### src/rtl/bitsel_pwm_pkg.sv
package bitsel_pwm_pkg;

  localparam int unsigned CTRL_OFS = 0;
  localparam int unsigned DUTY_OFS = 1;

  typedef enum logic [1:0] {
    SEL_NONE = 2'd0,
    SEL_CTRL = 2'd1,
    SEL_DUTY = 2'd2
  } reg_sel_e;

endpackage

### src/rtl/bitsel_pwm_regs.sv
module bitsel_pwm_regs
  import bitsel_pwm_pkg::*;
#(
  parameter int ADDR_W = 2,
  parameter int DATA_W = 8,
  parameter int PSC_W  = 2,
  parameter int DUTY_W = 7
) (
  input  logic              clk,
  input  logic              rst_n,
  input  logic [ADDR_W-1:0] addr,
  input  logic [DATA_W-1:0] wdata,
  input  logic              wr_en,
  input  logic              rd_en,
  output logic [DATA_W-1:0] rdata,
  output logic              run,
  output logic [PSC_W-1:0]  psc,
  output logic [DUTY_W-1:0] duty
);

  reg_sel_e          sel;
  logic              run_q, run_d;
  logic [PSC_W-1:0]  psc_q, psc_d;
  logic [DUTY_W-1:0] duty_q, duty_d;
  logic [DATA_W-1:0] rdata_q, rdata_d;
  logic [DATA_W-1:0] ctrl_view;

  // address decode
  always_comb begin
    sel = SEL_NONE;
    if (addr == ADDR_W'(CTRL_OFS))      sel = SEL_CTRL;
    else if (addr == ADDR_W'(DUTY_OFS)) sel = SEL_DUTY;
  end

  // control word as seen by the host: run flag on top, divider at the bottom
  always_comb begin
    ctrl_view              = '0;
    ctrl_view[DATA_W-1]    = run_q;
    ctrl_view[PSC_W-1:0]   = psc_q;
  end

  // next state
  always_comb begin
    run_d   = run_q;
    psc_d   = psc_q;
    duty_d  = duty_q;
    rdata_d = rdata_q;
    if (wr_en && (sel == SEL_CTRL)) begin
      run_d = wdata[DATA_W-1];
      psc_d = wdata[PSC_W-1:0];
    end
    if (wr_en && (sel == SEL_DUTY)) begin
      duty_d = wdata[DUTY_W-1:0];
    end
    if (rd_en) begin
      case (sel)
        SEL_CTRL: rdata_d = ctrl_view;
        SEL_DUTY: rdata_d = DATA_W'(duty_q);
        default:  rdata_d = '0;
      endcase
    end
  end

  // registers
  always_ff @(posedge clk or negedge rst_n) begin
    if (!rst_n) begin
      run_q   <= 1'b0;
      psc_q   <= '0;
      duty_q  <= '0;
      rdata_q <= '0;
    end else begin
      run_q   <= run_d;
      psc_q   <= psc_d;
      duty_q  <= duty_d;
      rdata_q <= rdata_d;
    end
  end

  assign rdata = rdata_q;
  assign run   = run_q;
  assign psc   = psc_q;
  assign duty  = duty_q;


  ctrl_rsvd_chk: assert property (@(posedge clk) disable iff (!rst_n)
    (rd_en && (sel == SEL_CTRL)) |=> (rdata[DATA_W-2:PSC_W] == '0));


  rdata_hold_chk: assert property (@(posedge clk) disable iff (!rst_n)
    !rd_en |=> $stable(rdata));

endmodule

### src/rtl/bitsel_pwm_counter.sv
module bitsel_pwm_counter #(
  parameter int CNT_W = 8,
  parameter int PSC_W = 2
) (
  input  logic             clk,
  input  logic             rst_n,
  input  logic             tick,
  input  logic             run,
  input  logic [PSC_W-1:0] psc,
  output logic [CNT_W-1:0] cnt
);

  localparam int NSEL = 1 << PSC_W;

  logic [CNT_W-1:0] cnt_q, cnt_d, inc;
  logic [NSEL-1:0]  hit;
  logic             clr;

  assign inc = cnt_q + CNT_W'(1);

  // one clear-bit candidate per divider value
  for (genvar g = 0; g < NSEL; g++) begin : g_sel
    assign hit[g] = (psc == PSC_W'(g)) && inc[CNT_W-1-g];
  end

  assign clr = |hit;

  always_comb begin
    if (!run)      cnt_d = '0;
    else if (tick) cnt_d = clr ? '0 : inc;
    else           cnt_d = cnt_q;
  end

  always_ff @(posedge clk or negedge rst_n) begin
    if (!rst_n) cnt_q <= '0;
    else        cnt_q <= cnt_d;
  end

  assign cnt = cnt_q;


  cnt_idle_chk: assert property (@(posedge clk) disable iff (!rst_n)
    (run && !tick) |=> $stable(cnt_q));


  cnt_off_chk: assert property (@(posedge clk) disable iff (!rst_n)
    !run |=> (cnt_q == '0));


  cnt_step_chk: assert property (@(posedge clk) disable iff (!rst_n)
    (run && tick) |=> ((cnt_q == '0) || (cnt_q == CNT_W'($past(cnt_q) + 1'b1))));

endmodule

### src/rtl/bitsel_pwm_out.sv
module bitsel_pwm_out #(
  parameter int CNT_W  = 8,
  parameter int PSC_W  = 2,
  parameter int DUTY_W = 7
) (
  input  logic              clk,
  input  logic              rst_n,
  input  logic [CNT_W-1:0]  cnt,
  input  logic [PSC_W-1:0]  psc,
  input  logic [DUTY_W-1:0] duty,
  input  logic              run,
  input  logic              gpio,
  output logic              pin
);

  logic [CNT_W-1:0] mask;
  logic             active;
  logic             pin_q, pin_d;

  always_comb begin
    mask   = (CNT_W'(1) << (CNT_W'(CNT_W - 1) - CNT_W'(psc))) - CNT_W'(1);
    active = (cnt & mask) < CNT_W'(duty);
    pin_d  = run ? active : gpio;
  end

  always_ff @(posedge clk or negedge rst_n) begin
    if (!rst_n) pin_q <= 1'b0;
    else        pin_q <= pin_d;
  end

  assign pin = pin_q;


  gpio_follow_chk: assert property (@(posedge clk) disable iff (!rst_n)
    !run |=> (pin_q == $past(gpio)));


  duty_zero_chk: assert property (@(posedge clk) disable iff (!rst_n)
    (run && (duty == '0)) |=> !pin_q);

endmodule

### src/rtl/bitsel_pwm.sv
module bitsel_pwm #(
  parameter int CNT_W  = 8,
  parameter int PSC_W  = 2,
  parameter int ADDR_W = 2,
  parameter int DATA_W = 8
) (
  input  logic              clk,
  input  logic              rst_n,
  input  logic              tick,
  input  logic [ADDR_W-1:0] addr,
  input  logic [DATA_W-1:0] wdata,
  input  logic              wr_en,
  input  logic              rd_en,
  output logic [DATA_W-1:0] rdata,
  input  logic              gpio_out,
  output logic              pwm_pin
);

  localparam int DUTY_W = CNT_W - 1;

  logic [1:0]        rst_sync_q;
  logic              rst_sync_n;
  logic              run;
  logic [PSC_W-1:0]  psc;
  logic [DUTY_W-1:0] duty;
  logic [CNT_W-1:0]  cnt;

  // asynchronous assertion, synchronous release
  always_ff @(posedge clk or negedge rst_n) begin
    if (!rst_n) rst_sync_q <= 2'b00;
    else        rst_sync_q <= {rst_sync_q[0], 1'b1};
  end
  assign rst_sync_n = rst_sync_q[1];

  bitsel_pwm_regs #(
    .ADDR_W(ADDR_W), .DATA_W(DATA_W), .PSC_W(PSC_W), .DUTY_W(DUTY_W)
  ) u_regs (
    .clk(clk), .rst_n(rst_sync_n), .addr(addr), .wdata(wdata),
    .wr_en(wr_en), .rd_en(rd_en), .rdata(rdata),
    .run(run), .psc(psc), .duty(duty)
  );

  bitsel_pwm_counter #(
    .CNT_W(CNT_W), .PSC_W(PSC_W)
  ) u_cnt (
    .clk(clk), .rst_n(rst_sync_n), .tick(tick), .run(run), .psc(psc), .cnt(cnt)
  );

  bitsel_pwm_out #(
    .CNT_W(CNT_W), .PSC_W(PSC_W), .DUTY_W(DUTY_W)
  ) u_out (
    .clk(clk), .rst_n(rst_sync_n), .cnt(cnt), .psc(psc), .duty(duty),
    .run(run), .gpio(gpio_out), .pin(pwm_pin)
  );


  slow_full_chk: assert property (@(posedge clk) disable iff (!rst_sync_n)
    (run && (psc == '0) && (cnt[CNT_W-2:0] == '1)) |=> !pwm_pin);

endmodule

### config.mk
export PLATFORM = sky130hd
export DESIGN_NAME = bitsel_pwm
export DESIGN_NICKNAME = d
export VERILOG_FILES = /design/src/rtl/bitsel_pwm_pkg.sv /design/src/rtl/bitsel_pwm_regs.sv /design/src/rtl/bitsel_pwm_counter.sv /design/src/rtl/bitsel_pwm_out.sv /design/src/rtl/bitsel_pwm.sv
export SDC_FILE = /design/constraint.sdc
export NUM_CORES = 1
export LEC_CHECK = 0
export ABC_AREA = 1
export CORE_MARGIN = 2
export CORE_UTILIZATION = 50
export DETAILED_ROUTE_END_ITERATION = 16
export HOLD_SLACK_MARGIN = 0.06
export PLACE_DENSITY = 0.85
export SLEW_MARGIN = 20
export SYNTH_ARGS = -nofsm -noshare
export SYNTH_HDL_FRONTEND = slang
export SYNTH_SLANG_ARGS = --single-unit
### constraint.sdc
create_clock -name clk -period 2.5 [get_ports clk]
set_input_delay 0.375 -clock clk [delete_from_list [all_inputs] [get_ports clk]]
set_output_delay 0.375 -clock clk [all_outputs]
set_load 0.01 [all_outputs]
==> metrics, run 1 <==
status completed; global-route wire length before repair 4.87 mm; Critical path buffers and inverters 1; P_leak 0.941 nW; sequential share of the synthesized area 47.3%; vias per cell 4.92; Comb pwr share 19.7%; Setup CP Type register to output port; Reg-to-Reg Start u_cnt.cnt[1]; CP max stage delay 0.54 ns; Critical Path Source Type register; CP max FO 2; effective utilization at floorplan 51.5%; syn_nets 220; worst path arrival time 1.24 ns; Crit path max-delay family buffers and inverters; worst-case clock buffer depth 2; CTS resizes 0; Worst setup EP type output port; Yosys warning total 0; clock slew at reported path FFs 0.09 ns; Syn Area/Cell 7.79 um^2; Critical Path RT 2.12 ns; complex-gate fraction of the synthesized area 8.48%; share of cells above drive strength 1 7.93%; CORE AREA 2980 um^2; vias in the first global route 1186; placed cells 252; setup tns final 0 ns; Net Sw Frac 31.2%; R2R depth 8; Max Cap Viol 0; mapped cell area 1530 um^2; unrepaired setup endpoints after global routing false; Int Pwr 0.000729 W; crit-path cells clkdlybuf4s50_1; mux share of post-synthesis cell area 0%; CTS tree built; postcts setup bufs 0; Post-Synth Simple-Gate Area 30.3%; die area 3530 um^2; min cycle time layout 1.62 ns; Clock Root Buffer clkbuf_4; routed length per placed instance 10.9 um; Vias 1278; Slew HR 66.1%; Final Cycle Share 64.6%; FF+latch count, synth 29; Detailed Place HPWL 2.14 mm; Post-Synth Adder-Cell Area 5.71%; total CTS buffers 5; ant diodes 0; Slew @ Worst Pin 0.507 ns; GRT Overall Usage 18.9%; Routed Antenna Nets 0; largest net degree at the start of global routing 28; Die Span X 59.4 um; number of I/O pins 25; DRT Pass-1 Iters 4; FP Rows 20; xor and xnor fraction of the mapped netlist area 0%; Residual DRC 0; H-tree Lvls 2; layout net count 249; largest family of logic cells by synthesized area simple AND/OR/NAND/NOR gates; GR Overflow Total 0; routability congestion estimate 0.807; PwrDens 569 nW/um^2; Psw 0.000330 W; Port Buffers 24; Non-Filler Instances 260; final setup vio count 0; Fill cells 266; Detailed Route WL 2.84 mm; clock network power share 26.1%; Slew Viols, Final 0; Syn-to-layout area delta 21.4%; Max VDD drop 0.000408 V; Num Clock Sinks 29; Reg2Reg Setup Slack 0.97 ns; Post-CTS Hold Fix Bufs 0; Flop pwr share 54.2%; Die H 59.4 um; Worst Skew 0.00400 ns; Hold Crit Class primary input to async pin; hold slack 0.188 ns; final core utilization 62.5%; Worst-Skew Late Latency 0.34 ns; Crit-path slowest cell clkdlybuf4s50_1; synth unique cells 21; initial antenna violation count 0; RR Endpoint u_cnt.cnt[4]; Max Freq 619 MHz; Gate Count Post-Synth 197; initial DRC count 57; Final Hold Fails 0
==> per-layer routing <==
metal / track usage [%] / share of wire, % / wire, um / vias to the layer above
met3: 4.37 / 4.6 / 130 / 7
met5: 0 / 0 / 0 / -
li1: - / - / - / 676
met4: 10.7 / 2.5 / 71 / 0
met2: 32.5 / 47 / 1330 / 29
met1: 21.2 / 46 / 1310 / 566
==> power groups by stage <==
| stage | logic, W | registers [W] | clock network [W] |
|---|---|---|---|
| 3_5_place_dp | 0.000212 | 0.000583 | 0 |
| 2_1_floorplan | 0.000120 | 0.000581 | 0 |
| 6_report | 0.000208 | 0.000574 | 0.000277 |
| 4_1_cts | 0.000213 | 0.000574 | 0.000284 |
| 5_1_grt | 0.000245 | 0.000582 | 0.000300 |
| 3_3_place_gp | 0.000206 | 0.000581 | 0 |
==> through the flow <==
stage	instance area [um^2]	setup slack (ns)	total power, W
floorplan	1530	1.16	0.000701
finish	1860	0.884	0.00106
detailed placement	1810	0.762	0.000795
global placement	1810	0.834	0.000787
global route	1860	0.798	0.00113
CTS	1860	0.865	0.00107
==> worst max path at each step <==
stage,startpoint,end,depth (start not counted)
finish,u_regs.rdata[1],rdata[1],1
floorplan,u_regs.psc[1],u_out.pin,9
global placement,addr[0],u_regs.duty[6],6
detailed placement,addr[1],u_regs.duty[5],7
CTS,u_regs.rdata[1],rdata[1],1
global route,u_cnt.cnt[1],u_cnt.cnt[4],8
==> cell type report <==
| class | count | area, um^2 | share of cell area (%) |
|---|---|---|---|
| Clock buffer | 6 | 41.3 | 2.22 |
| Clock inverter | 2 | 10.0 | 0.538 |
| Inverter | 29 | 109 | 5.85 |
| Multi-Input combinational cell | 136 | 687 | 36.9 |
| Sequential cell | 29 | 726 | 39.0 |
| Tap cell | 33 | 41.3 | 2.22 |
| Timing Repair Buffer | 25 | 248 | 13.3 |
==> Yosys cell counts <==
cell / number / share of area, %
nor3b_1: 3 / 1.5
nand3_1: 11 / 3.6
dfrtp_1: 29 / 47
nand2_2: 4 / 1.6
inv_1: 29 / 7.1
buf_2: 1 / 0.33
and3_1: 1 / 0.41
clkbuf_1: 2 / 0.49
o21ai_0: 13 / 4.2
ha_1: 7 / 5.7
nand3_2: 3 / 2.0
a21oi_1: 9 / 2.9
nand3b_1: 1 / 0.49
nor2_1: 23 / 5.6
a31oi_1: 2 / 0.82
nand2_1: 53 / 13
nor3_1: 1 / 0.33
conb_1: 1 / 0.24
nor2_2: 1 / 0.41
a21o_1: 1 / 0.49
nor2_4: 2 / 1.5
==> logic make-up after synthesis <==
family | Yosys count
other cells | 1
compound gates | 25
buf+inv | 32
flops | 29
simple gates | 103
fa+ha+maj | 7
==> registers in the layout (all words and copies together) (netlist names) <==
name,cells
rst_sync_q,2
u_cnt.cnt,8
u_out.pin,1
u_regs.duty,7
u_regs.psc,2
u_regs.rdata,8
u_regs.run,1
==> cell usage in the layout (no fill, tap or decap) <==
cell,Yosys,routed
o21ai_0,13,13
nand2_1,53,53
conb_1,1,1
nand3b_1,1,1
nor3_1,1,1
dfrtp_1,29,29
ha_1,7,7
nor2_2,1,1
nand3_2,3,3
nand3_1,11,11
nor2_1,23,23
a31oi_1,2,2
a21oi_1,9,9
clkbuf_4,0,5
clkinv_2,0,2
clkdlybuf4s50_1,0,24
inv_1,29,29
nor3b_1,3,3
and3_1,1,1
nor2_4,2,2
clkbuf_1,2,1
nand2_2,4,4
buf_4,0,1
a21o_1,1,1
(Power assumes the default switching activity.)
==> run 2: changes to the inputs <==
==> constraint.sdc (replaced) <==
create_clock -name clk -period 1.5 [get_ports clk]
set_input_delay 0.225 -clock clk [delete_from_list [all_inputs] [get_ports clk]]
set_output_delay 0.225 -clock clk [all_outputs]
set_load 0.01 [all_outputs]
==> run 2 against run 1 <==
  * Clock power is 99% higher
  * First-iteration DRC count increased by 51%
  * Flip-flop and latch count unchanged
  * Highest routed layer unchanged
  * Wire length grew 6.6%
  * Sequential power is 66% higher
  * Non-clock buffer count grew 10
  * Count of clock-buffer cells in the layout up 1
  * Worst setup slack got worse by 0.83 ns
  * Register-to-register slack worse by 0.86 ns
  * Via count is 3.4% higher
  * Final area increased by 8.3%
  * Final cell count rose by 3.8%
  * Largest power group unchanged
==> metrics, run 2 (synthesized netlist as in run 1, its figures left out) <==
initial antenna violation count 0; Worst-Skew Late Latency 0.33 ns; Setup CP Type register to output port; Critical Path Source Type register; final setup vio count 0; Crit-path slowest cell clkdlybuf4s50_1; ant diodes 0; Critical Path RT 1.27 ns; Crit path max-delay family buffers and inverters; Reg-to-Reg Start u_cnt.cnt[0]; worst-case clock buffer depth 2; GRT Overall Usage 19.5%; clock slew at reported path FFs 0.09 ns; Reg2Reg Setup Slack 0.11 ns; Die Span X 59.4 um; setup tns final 0 ns; number of I/O pins 25; Slew Viols, Final 0; Final WS setup 0.0555 ns; initial DRC count 86; CP max stage delay 0.54 ns; most frequent cells in the layout 51 x nand2_1, 28 x inv_1, 27 x dfrtp_1; unrepaired setup endpoints after global routing true; H-tree Lvls 2; Detailed Route WL 3.03 mm; FP Rows 20; final core utilization 67.7%; global-route wire length before repair 5.09 mm; Crit. Startpoint u_regs.rdata[7]; Critical Path Stages 1; R2R depth 9; hold slack 0.240 ns; Worst Setup EP rdata[7]; Clock Root Buffer clkbuf_4; Worst Skew 0.00475 ns; worst slack, placed 0.0302 ns; P_leak 1.07 nW; Routed Antenna Nets 0; Final Hold Fails 0; Max Cap Viol 0; min cycle time layout 1.44 ns; CORE AREA 2980 um^2; largest net degree at the start of global routing 28; Max VDD drop 0.000648 V; Fill cells 247; status completed; Syn-to-layout area delta 31.4%; PwrDens 970 nW/um^2; Die H 59.4 um; most common cell after layout, fill and taps aside nand2_1; effective utilization at floorplan 51.5%; Worst setup EP type output port; Detailed Place HPWL 2.17 mm; vias per cell 4.90; die area 3530 um^2; layout net count 259; CTS tree built; GR Overflow Total 0; vias in the first global route 1289; Num Clock Sinks 29; total CTS buffers 5; Port Buffers 24; Critical path buffers and inverters 1; Residual DRC 0; RR Endpoint u_cnt.cnt[5]; Final Cycle Share 96.3%; crit-path cells clkdlybuf4s50_1; Vias 1322; Hold Crit Class register to async pin; routability congestion estimate 0.848; share of cells above drive strength 1 15.2%; worst path arrival time 1.22 ns; routed length per placed instance 11.2 um; CP max FO 2; DRT Pass-1 Iters 4; Max Freq 692 MHz
==> run 2: timing repair <==
item | in CTS | in global routing
endpoints found under the setup margin | 2 | 12
hold buffers | 1 | 0
pin swaps | 0 | 9
endpoints found under the hold margin | 2 | 0
resized for setup | 0 | 20
buffers inserted | 2 | 1
==> run 2: final cells by class <==
type | count | area [um^2] | share of cell area [%]
Clock inverter | 1 | 5.00 | 0.248
Timing Repair Buffer | 35 | 343 | 17.0
Clock buffer | 7 | 65.1 | 3.23
Tap cell | 33 | 41.3 | 2.05
Inverter | 29 | 111 | 5.52
Sequential cell | 29 | 728 | 36.1
Multi-Input combinational cell | 136 | 722 | 35.8
==> run 2: worst min-delay path by stage <==
stage                          end  slack (ns)  cells past startpoint
floorplan            rst_sync_q[0]       -0.07                      0
global placement      u_cnt.cnt[0]        0.24                      1
detailed placement    u_cnt.cnt[0]        0.24                      1
CTS                   u_cnt.cnt[0]        0.25                      1
global route          u_cnt.cnt[0]        0.29                      1
finish              u_regs.duty[2]        0.24                      1
==> run 2: per-layer routing <==
layer,GRT usage [%],wire [um],part of all wire [%],vias up
li1,-,-,-,701
met4,9.09,55,1.8,0
met2,33.8,1540,51,27
met3,6.99,147,4.8,6
met1,21.0,1290,42,588
met5,0,0,0,-
==> run 2: report_power, final <==
part	total (W)	switching, W	internal (W)
registers	0.000952	0.0000802	0.000872
logic	0.000450	0.000221	0.000230
clock network	0.000552	0.000280	0.000271
==> run 2: per-stage QoR <==
stage	cell area [um^2]	total power, W	instances
2_1_floorplan	1530	0.00117	197
3_3_place_gp	1860	0.00134	258
3_5_place_dp	1860	0.00135	258
4_1_cts	1950	0.00192	269
5_1_grt	2020	0.00207	270
6_report	2020	0.00195	270
==> run 3: changes to the inputs <==
--- a/config.mk
+++ b/config.mk
@@ -7,10 +7,10 @@
 export LEC_CHECK = 0
 export ABC_AREA = 1
 export CORE_MARGIN = 2
-export CORE_UTILIZATION = 50
+export CORE_UTILIZATION = 30
 export DETAILED_ROUTE_END_ITERATION = 16
 export HOLD_SLACK_MARGIN = 0.06
-export PLACE_DENSITY = 0.85
+export PLACE_DENSITY = 0.6
 export SLEW_MARGIN = 20
 export SYNTH_ARGS = -nofsm -noshare
 export SYNTH_HDL_FRONTEND = slang
==> run 3 against run 2 <==
  * Sequential share of layout area decreased by 1.4 points
  * Wire length increased by 5.2%
  * First-iteration DRC count decreased by 44%
  * Utilization decreased by 26 points
  * Power increased by 15%
  * Non-clock buffer count increased by 2
  * Combinational power increased by 1%
  * Final area increased by 4.1%
  * Highest routed layer unchanged
==> metrics, run 3 (synthesized netlist as in run 1, its figures left out) <==
Max VDD drop 0.000410 V; Die H 75.5 um; unrepaired setup endpoints after global routing true; Max Cap Viol 0; Critical Path Source Type register; Worst Skew 0.00628 ns; Setup CP Type register to register; PnR Total Power 0.00224 W; Final Hold Fails 0; CTS tree built; number of I/O pins 25; R2R depth 9; clock slew at reported path FFs 0.06 ns; Hold Crit Class primary input to async pin; FP Rows 26; hold slack 0.0978 ns; Int Pwr 0.00165 W; most common cell after layout, fill and taps aside nand2_1; Slew Viols, Final 0; Vias 1315; min cycle time layout 1.41 ns; Flop pwr share 42.5%; Routed Antenna Nets 0; Net Sw Frac 26.5%; initial antenna violation count 0; share of cells above drive strength 1 15.9%; GR Overflow Total 0; effective utilization at floorplan 30.6%; GRT Overall Usage 12.2%; final setup vio count 0; vias in the first global route 1222; layout net count 261; ant diodes 0; Final Cycle Share 94.0%; Storage cell area 729 um^2; routed length per placed instance 10.3 um; Syn-to-layout area delta 36.8%; setup tns final 0 ns; CP max stage delay 0.41 ns; initial DRC count 48; Residual DRC 0; routability congestion estimate 0.859; largest net degree at the start of global routing 28; DRT Pass-1 Iters 4; CORE AREA 5010 um^2; Crit-path slowest cell dfrtp_1; Max Freq 709 MHz; worst path arrival time 1.62 ns; Detailed Place HPWL 2.36 mm; Die Span X 75.5 um; area post-placement 1910 um^2; worst-case clock buffer depth 2; Critical Path RT 1.71 ns; P_leak 1.03 nW; status completed; vias per cell 4.26; clock network power share 37.2%; CP max FO 8; Psw 0.000594 W; Worst-Skew Late Latency 0.28 ns; Multi-input gate area 714 um^2; most frequent cells in the layout 51 x nand2_1, 28 x inv_1, 26 x dfrtp_1; Detailed Route WL 3.19 mm; Port Buffers 24; Worst setup EP type register; Clock Root Buffer clkbuf_8; Fill cells 540; Final WS setup 0.0896 ns; die area 5700 um^2; worst slack, placed 0.0360 ns; Num Clock Sinks 29; total CTS buffers 5; global-route wire length before repair 5.26 mm; Post-CTS Hold Fix Bufs 0; Comb pwr share 20.3%; Final Cell Area 2100 um^2; PwrDens 1070 nW/um^2; crit-path cells buf_6 -> nand2_4 -> nor2_4 -> nand3_2 -> nand3_1 -> nand2_2 -> nor2_4 -> nand2_1 -> nand2_1; H-tree Lvls 2
## run 3: final timing paths
check                         startpoint       endpoint  slack, ns
min                                rst_n  rst_sync_q[0]        0.1
min in group clk           rst_sync_q[0]  rst_sync_q[1]       0.35
min reg2reg                rst_sync_q[1]   u_cnt.cnt[1]       0.24
max                         u_cnt.cnt[1]   u_cnt.cnt[4]       0.09
max in group asynchronous  rst_sync_q[1]  u_regs.psc[1]       0.97
max reg2reg                 u_cnt.cnt[1]   u_cnt.cnt[4]       0.09
## run 3: power groups by stage
stage / clock, W / sequential [W] / combinational [W]
after global placement: 0 / 0.000955 / 0.000402
after detailed placement: 0 / 0.000958 / 0.000403
after CTS: 0.000860 / 0.000944 / 0.000406
after global routing: 0.000900 / 0.000966 / 0.000523
final: 0.000834 / 0.000953 / 0.000456
after floorplan: 0 / 0.000969 / 0.000200
## run 3: critical path, delay by kind of cell, from the launching register on
kind,cells,cell delay (ns)
flip-flops,1,0.41
buffers and inverters,1,0.14
AND/OR/NAND/NOR,8,0.79
## run 3: repair_timing
action,4_1_cts,5_1_grt
buffers inserted,0,5
endpoints found under the setup margin,0,9
resized for setup,0,13
## run 3: cell type report
type | count | share of cell area [%]
clock inverter | 1 | 1.43
inverter | 29 | 5.19
multi-input combinational | 136 | 34.0
clock buffer | 7 | 4.11
tap | 70 | 4.17
timing repair buffer | 37 | 16.3
sequential | 29 | 34.8
## run 3: per-layer routing
metal / vias up / global-route usage, % / wire length [um]
met2: 21 / 19.8 / 1490
met1: 586 / 14.9 / 1510
li1: 700 / - / -
met5: - / 0 / 0
met4: 0 / 5.65 / 49
met3: 8 / 3.70 / 134
## run 3: metrics by stage
stage | instances | utilization (%)
floorplan | 197 | -
global placement | 296 | 38.1
detailed placement | 296 | 38.1
CTS | 304 | 40.4
global route | 309 | 41.9
finish | 309 | 41.9
